--- config.mk ---
export PLATFORM = sky130hd
export DESIGN_NAME = sign_tune_ctrl
export DESIGN_NICKNAME = d
export VERILOG_FILES = /design/src/rtl/sign_tune_pkg.sv /design/src/rtl/sign_tune_seq.sv /design/src/rtl/sign_tune_pulse.sv /design/src/rtl/sign_tune_ctrl.sv
export SDC_FILE = /design/constraint.sdc
export NUM_CORES = 1
export LEC_CHECK = 0
export BUFFER_PORTS_ARGS = -buffer_cell sky130_fd_sc_hd__clkbuf_2
export CAP_MARGIN = 20
export CORE_UTILIZATION = 48
export CTS_CLUSTER_SIZE = 12
export DETAILED_ROUTE_END_ITERATION = 16
export PLACE_DENSITY = 0.76
export SLEW_MARGIN = 20
export SYNTH_ARGS = -nofsm -noshare
export SYNTH_HDL_FRONTEND = slang
export SYNTH_SLANG_ARGS = --single-unit
--- constraint.sdc ---
create_clock -name clk_i -period 2.6 [get_ports clk_i]
set_clock_uncertainty 0.2 [all_clocks]
set_input_delay 0.13 -clock clk_i [delete_from_list [all_inputs] [get_ports clk_i]]
set_output_delay 0.13 -clock clk_i [all_outputs]
set_load 0.005 [all_outputs]
--- src/rtl/sign_tune_pkg.sv ---
package sign_tune_pkg;
  typedef enum logic [2:0] {
    PH_IDLE,
    PH_FWD,
    PH_SET,
    PH_RST,
    PH_DONE
  } phase_e;
endpackage

--- src/rtl/sign_tune_seq.sv ---
module sign_tune_seq
  import sign_tune_pkg::*;
#(
  parameter int N_ROWS = 100,
  localparam int ROW_W = $clog2(N_ROWS)
) (
  input  logic             clk_i,
  input  logic             rst_ni,
  input  logic             start_i,
  input  logic             fwd_done_i,
  output phase_e           phase_o,
  output logic [ROW_W-1:0] row_o,
  output logic             cap_in_o,
  output logic             cap_err_o
);
  localparam logic [ROW_W-1:0] LAST = ROW_W'(N_ROWS - 1);

  phase_e           phase_q, phase_d;
  logic [ROW_W-1:0] row_q, row_d;

  assign cap_in_o  = (phase_q == PH_IDLE) && start_i;
  assign cap_err_o = (phase_q == PH_FWD) && fwd_done_i;

  always_comb begin
    phase_d = phase_q;
    row_d   = row_q;
    unique case (phase_q)
      PH_IDLE: if (start_i) phase_d = PH_FWD;
      PH_FWD: if (fwd_done_i) begin
        phase_d = PH_SET;
        row_d   = '0;
      end
      PH_SET, PH_RST: begin
        if (row_q == LAST) begin
          row_d   = '0;
          phase_d = (phase_q == PH_SET) ? PH_RST : PH_DONE;
        end else begin
          row_d = row_q + 1'b1;
        end
      end
      PH_DONE: phase_d = PH_IDLE;
      default: phase_d = PH_IDLE;
    endcase
  end

  always_ff @(posedge clk_i or negedge rst_ni) begin
    if (!rst_ni) begin
      phase_q <= PH_IDLE;
      row_q   <= '0;
    end else begin
      phase_q <= phase_d;
      row_q   <= row_d;
    end
  end

  assign phase_o = phase_q;
  assign row_o   = row_q;


  row_step_chk: assert property (@(posedge clk_i) disable iff (!rst_ni)
    ((phase_q == PH_SET || phase_q == PH_RST) && row_q != LAST)
      |=> (row_q == $past(row_q) + 1'b1));

  set_to_rst_chk: assert property (@(posedge clk_i) disable iff (!rst_ni)
    (phase_q == PH_SET && row_q == LAST) |=> (phase_q == PH_RST && row_q == '0));

  fwd_hold_chk: assert property (@(posedge clk_i) disable iff (!rst_ni)
    (phase_q == PH_FWD && !fwd_done_i) |=> (phase_q == PH_FWD));

  start_ign_chk: assert property (@(posedge clk_i) disable iff (!rst_ni)
    (phase_q == PH_SET && row_q != LAST) |=> (phase_q == PH_SET));
endmodule

--- src/rtl/sign_tune_pulse.sv ---
module sign_tune_pulse
  import sign_tune_pkg::*;
#(
  parameter int N_COLS = 10
) (
  input  logic                clk_i,
  input  logic                rst_ni,
  input  phase_e              phase_i,
  input  logic                row_act_i,
  input  logic                row_neg_i,
  input  logic [N_COLS-1:0]   err_neg_i,
  input  logic [N_COLS-1:0]   col_en_i,
  output logic [2*N_COLS-1:0] set_en_o,
  output logic [2*N_COLS-1:0] reset_en_o
);
  logic set_ph, rst_ph;
  assign set_ph = (phase_i == PH_SET);
  assign rst_ph = (phase_i == PH_RST);

  for (genvar c = 0; c < N_COLS; c++) begin : g_col
    logic dir_neg, on;
    assign dir_neg = row_neg_i ^ err_neg_i[c];
    assign on      = row_act_i & col_en_i[c];
    // SET grows the cell on the direction's side; RESET shrinks the other
    assign set_en_o[2*c]     = on & set_ph & ~dir_neg;
    assign set_en_o[2*c+1]   = on & set_ph & dir_neg;
    assign reset_en_o[2*c]   = on & rst_ph & dir_neg;
    assign reset_en_o[2*c+1] = on & rst_ph & ~dir_neg;


    pair_excl_chk: assert property (@(posedge clk_i) disable iff (!rst_ni)
      !((set_en_o[2*c] | reset_en_o[2*c]) && (set_en_o[2*c+1] | reset_en_o[2*c+1])));
  end


  set_rst_excl_chk: assert property (@(posedge clk_i) disable iff (!rst_ni)
    !((|set_en_o) && (|reset_en_o)));
endmodule

--- src/rtl/sign_tune_ctrl.sv ---
module sign_tune_ctrl
  import sign_tune_pkg::*;
#(
  parameter int N_ROWS = 100,
  parameter int N_COLS = 10,
  parameter int MAG_W  = 8,
  localparam int ROW_W = $clog2(N_ROWS)
) (
  input  logic                    clk_i,
  input  logic                    rst_ni,
  input  logic                    start_i,
  input  logic [N_ROWS-1:0]       in_act_i,
  input  logic [N_ROWS-1:0]       in_neg_i,
  output logic                    fwd_req_o,
  input  logic                    fwd_done_i,
  input  logic [N_COLS-1:0]       err_neg_i,
  input  logic [N_COLS*MAG_W-1:0] err_mag_i,
  input  logic [MAG_W-1:0]        thr_i,
  output logic [ROW_W-1:0]        row_o,
  output logic [2*N_COLS-1:0]     set_en_o,
  output logic [2*N_COLS-1:0]     reset_en_o,
  output logic                    done_o
);
  phase_e              phase;
  logic [ROW_W-1:0]    row;
  logic                cap_in, cap_err;
  logic [N_ROWS-1:0]   act_q, neg_q;
  logic [N_COLS-1:0]   eneg_q, colen_q, colen_d;

  sign_tune_seq #(.N_ROWS(N_ROWS)) u_seq (
    .clk_i     (clk_i),
    .rst_ni    (rst_ni),
    .start_i   (start_i),
    .fwd_done_i(fwd_done_i),
    .phase_o   (phase),
    .row_o     (row),
    .cap_in_o  (cap_in),
    .cap_err_o (cap_err)
  );

  for (genvar c = 0; c < N_COLS; c++) begin : g_thr
    assign colen_d[c] = err_mag_i[c*MAG_W +: MAG_W] >= thr_i;
  end

  always_ff @(posedge clk_i or negedge rst_ni) begin
    if (!rst_ni) begin
      act_q   <= '0;
      neg_q   <= '0;
      eneg_q  <= '0;
      colen_q <= '0;
    end else begin
      if (cap_in) begin
        act_q <= in_act_i;
        neg_q <= in_neg_i;
      end
      if (cap_err) begin
        eneg_q  <= err_neg_i;
        colen_q <= colen_d;
      end
    end
  end

  sign_tune_pulse #(.N_COLS(N_COLS)) u_pulse (
    .clk_i     (clk_i),
    .rst_ni    (rst_ni),
    .phase_i   (phase),
    .row_act_i (act_q[row]),
    .row_neg_i (neg_q[row]),
    .err_neg_i (eneg_q),
    .col_en_i  (colen_q),
    .set_en_o  (set_en_o),
    .reset_en_o(reset_en_o)
  );

  assign fwd_req_o = (phase == PH_FWD);
  assign done_o    = (phase == PH_DONE);
  assign row_o     = row;


  done_pulse_chk: assert property (@(posedge clk_i) disable iff (!rst_ni)
    done_o |=> !done_o && !fwd_req_o);

  quiet_chk: assert property (@(posedge clk_i) disable iff (!rst_ni)
    (fwd_req_o || done_o) |-> (set_en_o == '0 && reset_en_o == '0));

  skip_row_chk: assert property (@(posedge clk_i) disable iff (!rst_ni)
    !act_q[row] |-> (set_en_o == '0 && reset_en_o == '0));
endmodule

### Word level (Yosys, flattened, before mapping)

Cells that the tools add are included.

* flip-flop bits (word level): 230
* bits of input ports: 302
* output and inout bits: 49
* word-level logic and storage cells: 135

* add/subtract/negate cells: 1
* order comparisons: 11
* eq/ne operators: 8
* multiplexer cells: 12
* bitwise logic cells: 90
* reductions and logical operators: 7

Operators by type and width (number)
* $ge A8 B8 Y1: 10
* $and A1 B1 Y1: 70
* $bmux W1 S7: 2
* $mux W7: 2
* $pmux W7 S2: 1
* $mux W3: 4
* $not A1 Y1: 10
* $xor A1 B1 Y1: 10
* $pmux W3 S3: 1
* $lt A7 B8 Y1 const B: 1
* $add A7 B1 Y7 const B: 1
* $eq A7 B7 Y1 const B: 1
* $eq A3 B2 Y1 const B: 2
* $ne A2 B1 Y1 const B: 2
* $eq A3 B1 Y1 const B: 1
* $eq A3 B3 Y1 const B: 1
* $logic_not A3 Y1: 1
* $reduce_and A3 Y1: 1
* $logic_and A1 B1 Y1: 2
* $mux W1: 2
* $ne A2 B2 Y1 const B: 1
* $reduce_and A2 Y1: 1
* $reduce_bool A2 Y1: 1
* $reduce_or A2 Y1: 1

### Longest topological paths before layout

* depth in word-level cells: 5
* mapped depth: 13
* gate-level depth less buffers: 10

### Cells and area by module

A second synthesis with hierarchy kept.

* cells, all modules: 972
* area total of the unflattened synthesis: 12645.9 um2

Modules (own cells, without submodules)
* sign_tune_ctrl: instances 1, cells an instance 830, area each 11591.1 um2, seq. area each 5505.3 um2
* sign_tune_seq: instances 1, cells an instance 63, area each 574.3 um2, seq. area each 250.2 um2
* sign_tune_pulse: instances 1, cells an instance 79, area each 480.5 um2, seq. area each 0.0 um2

### Worst setup path before layout

OpenSTA, ideal clock, no wires.

* kind: reg-to-output
* from: register u_seq.row_q[0] (netlist: u_seq.row_o[0])
* to: output port reset_en_o[0]
* arrival time: 2.401 ns
* data required time: 2.270 ns
* path slack: -0.131 ns
* cell stages (with the launch flop): 13
* buffers on the path: 4
* cells stage by stage: dfrtp_1 -> buf_6 -> buf_12 -> buf_6 -> mux4_2 -> a2111oi_0 -> nand2_1 -> o22ai_1 -> nor3_1 -> and3_1 -> buf_6 -> nand2_2 -> nor2_1

* longest elaborated chain between the ends: 5
* elaborated cells on any way between the ends: 8
* those cells by class: 4 x mux; 4 x bitwise

Ends and longest elaborated chain
* from (decl): line sign_tune_seq.sv:19 `logic [ROW_W-1:0] row_q, row_d;`
* from (signal assigned): line sign_tune_seq.sv:52 `row_q <= row_d;`
* $bmux W1 S7: line sign_tune_ctrl.sv:67 `.row_act_i (act_q[row]),`
* $mux W1 (not written as such): line sign_tune_ctrl.sv:67
* $and A1 B1 Y1: line sign_tune_pulse.sv:23 `assign on = row_act_i & col_en_i[c];`
* $and A1 B1 Y1: line sign_tune_pulse.sv:27 `assign reset_en_o[2*c] = on & rst_ph & dir_neg;`
* $and A1 B1 Y1 *: line sign_tune_pulse.sv:27
* to (decl): line sign_tune_ctrl.sv:21 `output logic [2*N_COLS-1:0] reset_en_o,`

Every way passes the cells marked *; elsewhere a longest branch is shown, timed or not. The select of a mux whose other input is x is not followed.

### Final worst setup path

* from: register u_seq.row_q[0] (netlist: u_seq.row_o[0])
* to: output port set_en_o[6]

* longest elaborated chain between the ends: 5
* elaborated cells on any way between the ends: 9
* those cells by class: 4 x mux; 5 x bitwise

Ends and longest elaborated chain
* $bmux W1 S7 (on tied branches): line sign_tune_ctrl.sv:67, sign_tune_ctrl.sv:68
* $mux W1 (on tied branches): line sign_tune_ctrl.sv:67, sign_tune_ctrl.sv:68
* $and A1 B1 Y1 / $xor A1 B1 Y1 (equally long branches): line sign_tune_pulse.sv:23, sign_tune_pulse.sv:22
* $and A1 B1 Y1 / $not A1 Y1 (equally long branches): line sign_tune_pulse.sv:25 `assign set_en_o[2*c] = on & set_ph & ~dir_neg;`
* $and A1 B1 Y1 *: line sign_tune_pulse.sv:25
* to (decl): line sign_tune_ctrl.sv:20 `output logic [2*N_COLS-1:0] set_en_o,`

Marks and branches as above.

==> metrics.txt <==
CP Class=flip-flop to output pin; Hold/Removal Path Class=input port to asynchronous set/reset pin; Synth Area in Simple Gates=0.0713; top cells by area, synth=dfrtp_1 (46%), mux2_2 (18%), ha_1 (8.1%); top cells by count, synth=dfrtp_1 (230), mux2_2 (202), ha_1 (81); worst r2r src=u_seq.phase_o[0]$_DFFE_PN0P_; max-cap viol count=0; Rel. slew slack=0.601; clk buf depth=3; Tmin final=3.63 ns; Yosys reg bits=230; Slew Viols, Final=0; Critical Path RT=2.27 ns; GR Util All Layers=0.315; Pre-antenna DRT Iters=5; end of the worst register-to-register path=colen_q[9]$_DFFE_PN0P_; Die X=about 160 um; ys flop type=dfrtp_1; mean instance size in the synthesized netlist=between 10 and 15 um2; sequential cell area fraction in the yosys report=0.461; area leader, netlist=dfrtp_1; die area=~0.027 mm2; VDD IR-drop max=between 0.4 and 0.5 mV; largest net degree at the start of global routing=99; post-synthesis compound-gate area fraction=0.0601; LEAKAGE=around 9.2 nW; Yosys top cell area share=0.461; H-Tree Depth=1; P&R area growth vs syn=50.6%; Setup Total Neg Slack=-38.51 ns; critical path arrival=3.30 ns; total power=approximately 8.6 mW; Port Buffer Count=between 300 and 400; # DRC=0; RSZ-0062 raised after global routing=true; Max Freq=about 280 MHz; main combinational cell family by area after synthesis=multiplexers; XOR/XNOR share of the synthesized area=0.0140; post-synthesis cell type count=a little over 50; CTS tree=built; Tightest Pin Transition=approximately 0.6 ns; io pins=about 350; initial DRC count=a little over 800; fillcell total=between 1000 and 1500; via count=10800; Largest stage delay, worst path=just over 0.5 ns; CTS clk-pin slew, worst paths=0.06 ns; placed inst area=~0.015 mm2; number of standard cells after synthesis=~970; row count=58; Initial Util=0.492; remaining global-route overflow=0; Worst Slack Setup Final=-1.03 ns; post-synthesis adder-cell area fraction=0.0813; Post-synth EDFFs=0; Post-Synthesis Cell Area=approximately 0.012 mm2; Num CTS Buffers=25; net count after synthesis=1348; Finished Cell Area=roughly 0.019 mm2; R2R cell count=6; clock sink count=between 200 and 250; status=finished with violations; Post-DP HPWL=between 20 and 30 mm; die height=roughly 160 um; vias in the first global route=11400; CP Cell Sequence=buf_16 -> mux4_2 -> a22o_1 -> a221oi_2 -> o22ai_2 -> o21ai_4 -> buf_6 -> clkbuf_16 -> xnor2_2 -> nor2_1 -> clkbuf_2; nature of the critical path endpoint=output pin; nets@finish=approximately 2000; share of cells above drive strength 1=0.474; most common cell in the netlist=dfrtp_1; Final Wtd Congestion=around 0.9; latest clock arrival within the worst-skew pair=around 0.52 ns; final antenna-violating net count=0; WL/cell=21.9 um; yosys warns=0; Final Cycle Share=1.40; final wirelength=around 43 mm; root buffer cell=clkbuf_16; initial antenna violation count=4; CORE AREA=roughly 0.025 mm2; Final Hold Fails=0; ys async rst share=1.00; failing checks=negative setup slack; DR vias/cell=around 5.5; CP max stage cell=dfrtp_4; pwr dens=between 400 and 500 mW/mm2; Critical Path Start Type=flip-flop; mux cell area share after synthesis=0.282; Final Setup Violations=40; global-route wire length before repair=roughly 64 mm; worst-path fanout max=8; R2R Setup Slk=~0.15 ns
==> sequential cells by signal (all words and copies together) (netlist names) <==
signal and flops:
act_q 100, colen_q 10, eneg_q 10, neg_q 100, u_seq.phase_o 3, u_seq.row_o 7
==> final cells by class <==
type,instances,area (um2),area share
Timing Repair Buffer,664,5060,0.270
Sequential cell,230,5760,0.307
Multi-Input combinational cell,665,6660,0.355
Antenna cell,4,10.0,0.000533
Clock buffer,38,754,0.0402
Tap cell,330,413,0.0220
Clock inverter,4,52.6,0.00280
Inverter,18,67.6,0.00360
==> timing repair <==
item / CTS / global route
buffers inserted: 10 / 1
pin swaps: 11 / 19
hold endpoints to repair: 452 / 0
cloned: 4 / 2
setup endpoints to repair: 40 / 43
hold buffers: 251 / 0
resized for setup: 47 / 45
==> critical path: cells and delay by family, from the launching register on <==
kind,cells,cell delay [ns]
buffers and inverters,4,0.66
AND/OR/NAND/NOR,1,0.20
XOR/XNOR,1,0.09
flip-flops,1,0.51
multiplexers,1,0.51
AO/OA/AOI/OAI,4,0.81
==> worst max path at each step <==
stage,from,to,slack [ns],cells past startpoint
finish,u_seq.row_o[0]$_DFFE_PN0P_,set_en_o[6],-1.03,11
global route,u_seq.row_o[0]$_DFFE_PN0P_,reset_en_o[5],-1.28,13
CTS,u_seq.row_o[0]$_DFFE_PN0P_,reset_en_o[0],-1.01,12
detailed placement,u_seq.row_o[0]$_DFFE_PN0P_,set_en_o[0],-0.79,10
global placement,u_seq.row_o[0]$_DFFE_PN0P_,set_en_o[0],-0.69,10
floorplan,u_seq.row_o[0]$_DFFE_PN0P_,reset_en_o[0],-0.10,11
==> where the power goes <==
part	switching, mW	total [mW]	leakage [nW]	internal [mW]
sequential	0.107	3.85	2.98	3.74
clock	1.47	3.55	0.398	2.09
combinational	0.491	1.23	5.82	0.744
==> through the flow <==
stage | hold WS, ns | setup WS [ns] | util | cells
2_1_floorplan | -0.366 | -0.105 | - | 965
3_3_place_gp | -0.0500 | -0.686 | 0.588 | 1642
3_5_place_dp | -0.0443 | -0.786 | 0.588 | 1642
4_1_cts | 0.000192 | -1.01 | 0.735 | 1949
5_1_grt | 0.0717 | -1.28 | 0.742 | 1953
6_report | 0.0190 | -1.03 | 0.742 | 1953
==> routing by layer <==
layer | vias up | track usage | wire (um)
li1 | 4806 | - | -
met1 | 5251 | 0.373 | 15800
met2 | 577 | 0.565 | 21600
met3 | 137 | 0.0551 | 3360
met4 | 0 | 0.120 | 1860
met5 | - | 0 | 0
==> cell usage in the layout (no fill, tap or decap), types with 3 or more instances in the layout <==
| master | count |
|---|---|
| clkbuf_2 | 340 |
| dlygate4sd3_1 | 251 |
| dfrtp_1 | 228 |
| mux2_2 | 201 |
| ha_1 | 81 |
| mux4_2 | 51 |
| nor2_1 | 48 |
| nand2_1 | 48 |
| buf_4 | 38 |
| o21ai_0 | 32 |
| a21o_1 | 30 |
| clkbuf_16 | 26 |
| a21oi_1 | 24 |
| inv_1 | 18 |
| nand2_2 | 18 |
| nor2b_1 | 16 |
| buf_12 | 15 |
| nand2b_1 | 13 |
| nor3_1 | 12 |
| or3_1 | 11 |
| buf_2 | 9 |
| clkbuf_8 | 8 |
| xnor2_2 | 7 |
| mux2i_1 | 5 |
| xor2_2 | 5 |
| nor2_2 | 5 |
| clkbuf_1 | 5 |
| diode_2 | 4 |
| buf_16 | 4 |
| buf_8 | 4 |
| o22ai_2 | 3 |
| nand3_1 | 3 |
| a22o_1 | 3 |
| xor2_4 | 3 |
| and3_1 | 3 |
==> cells by family after synthesis <==
| family | after synthesis |
|---|---|
| compound gates | 117 |
| xor+xnor | 20 |
| fa+ha+maj | 81 |
| buf+inv | 71 |
| flops | 230 |
| mux | 258 |
| simple gates | 188 |
No activity file was read; power rests on OpenSTA's default activity.
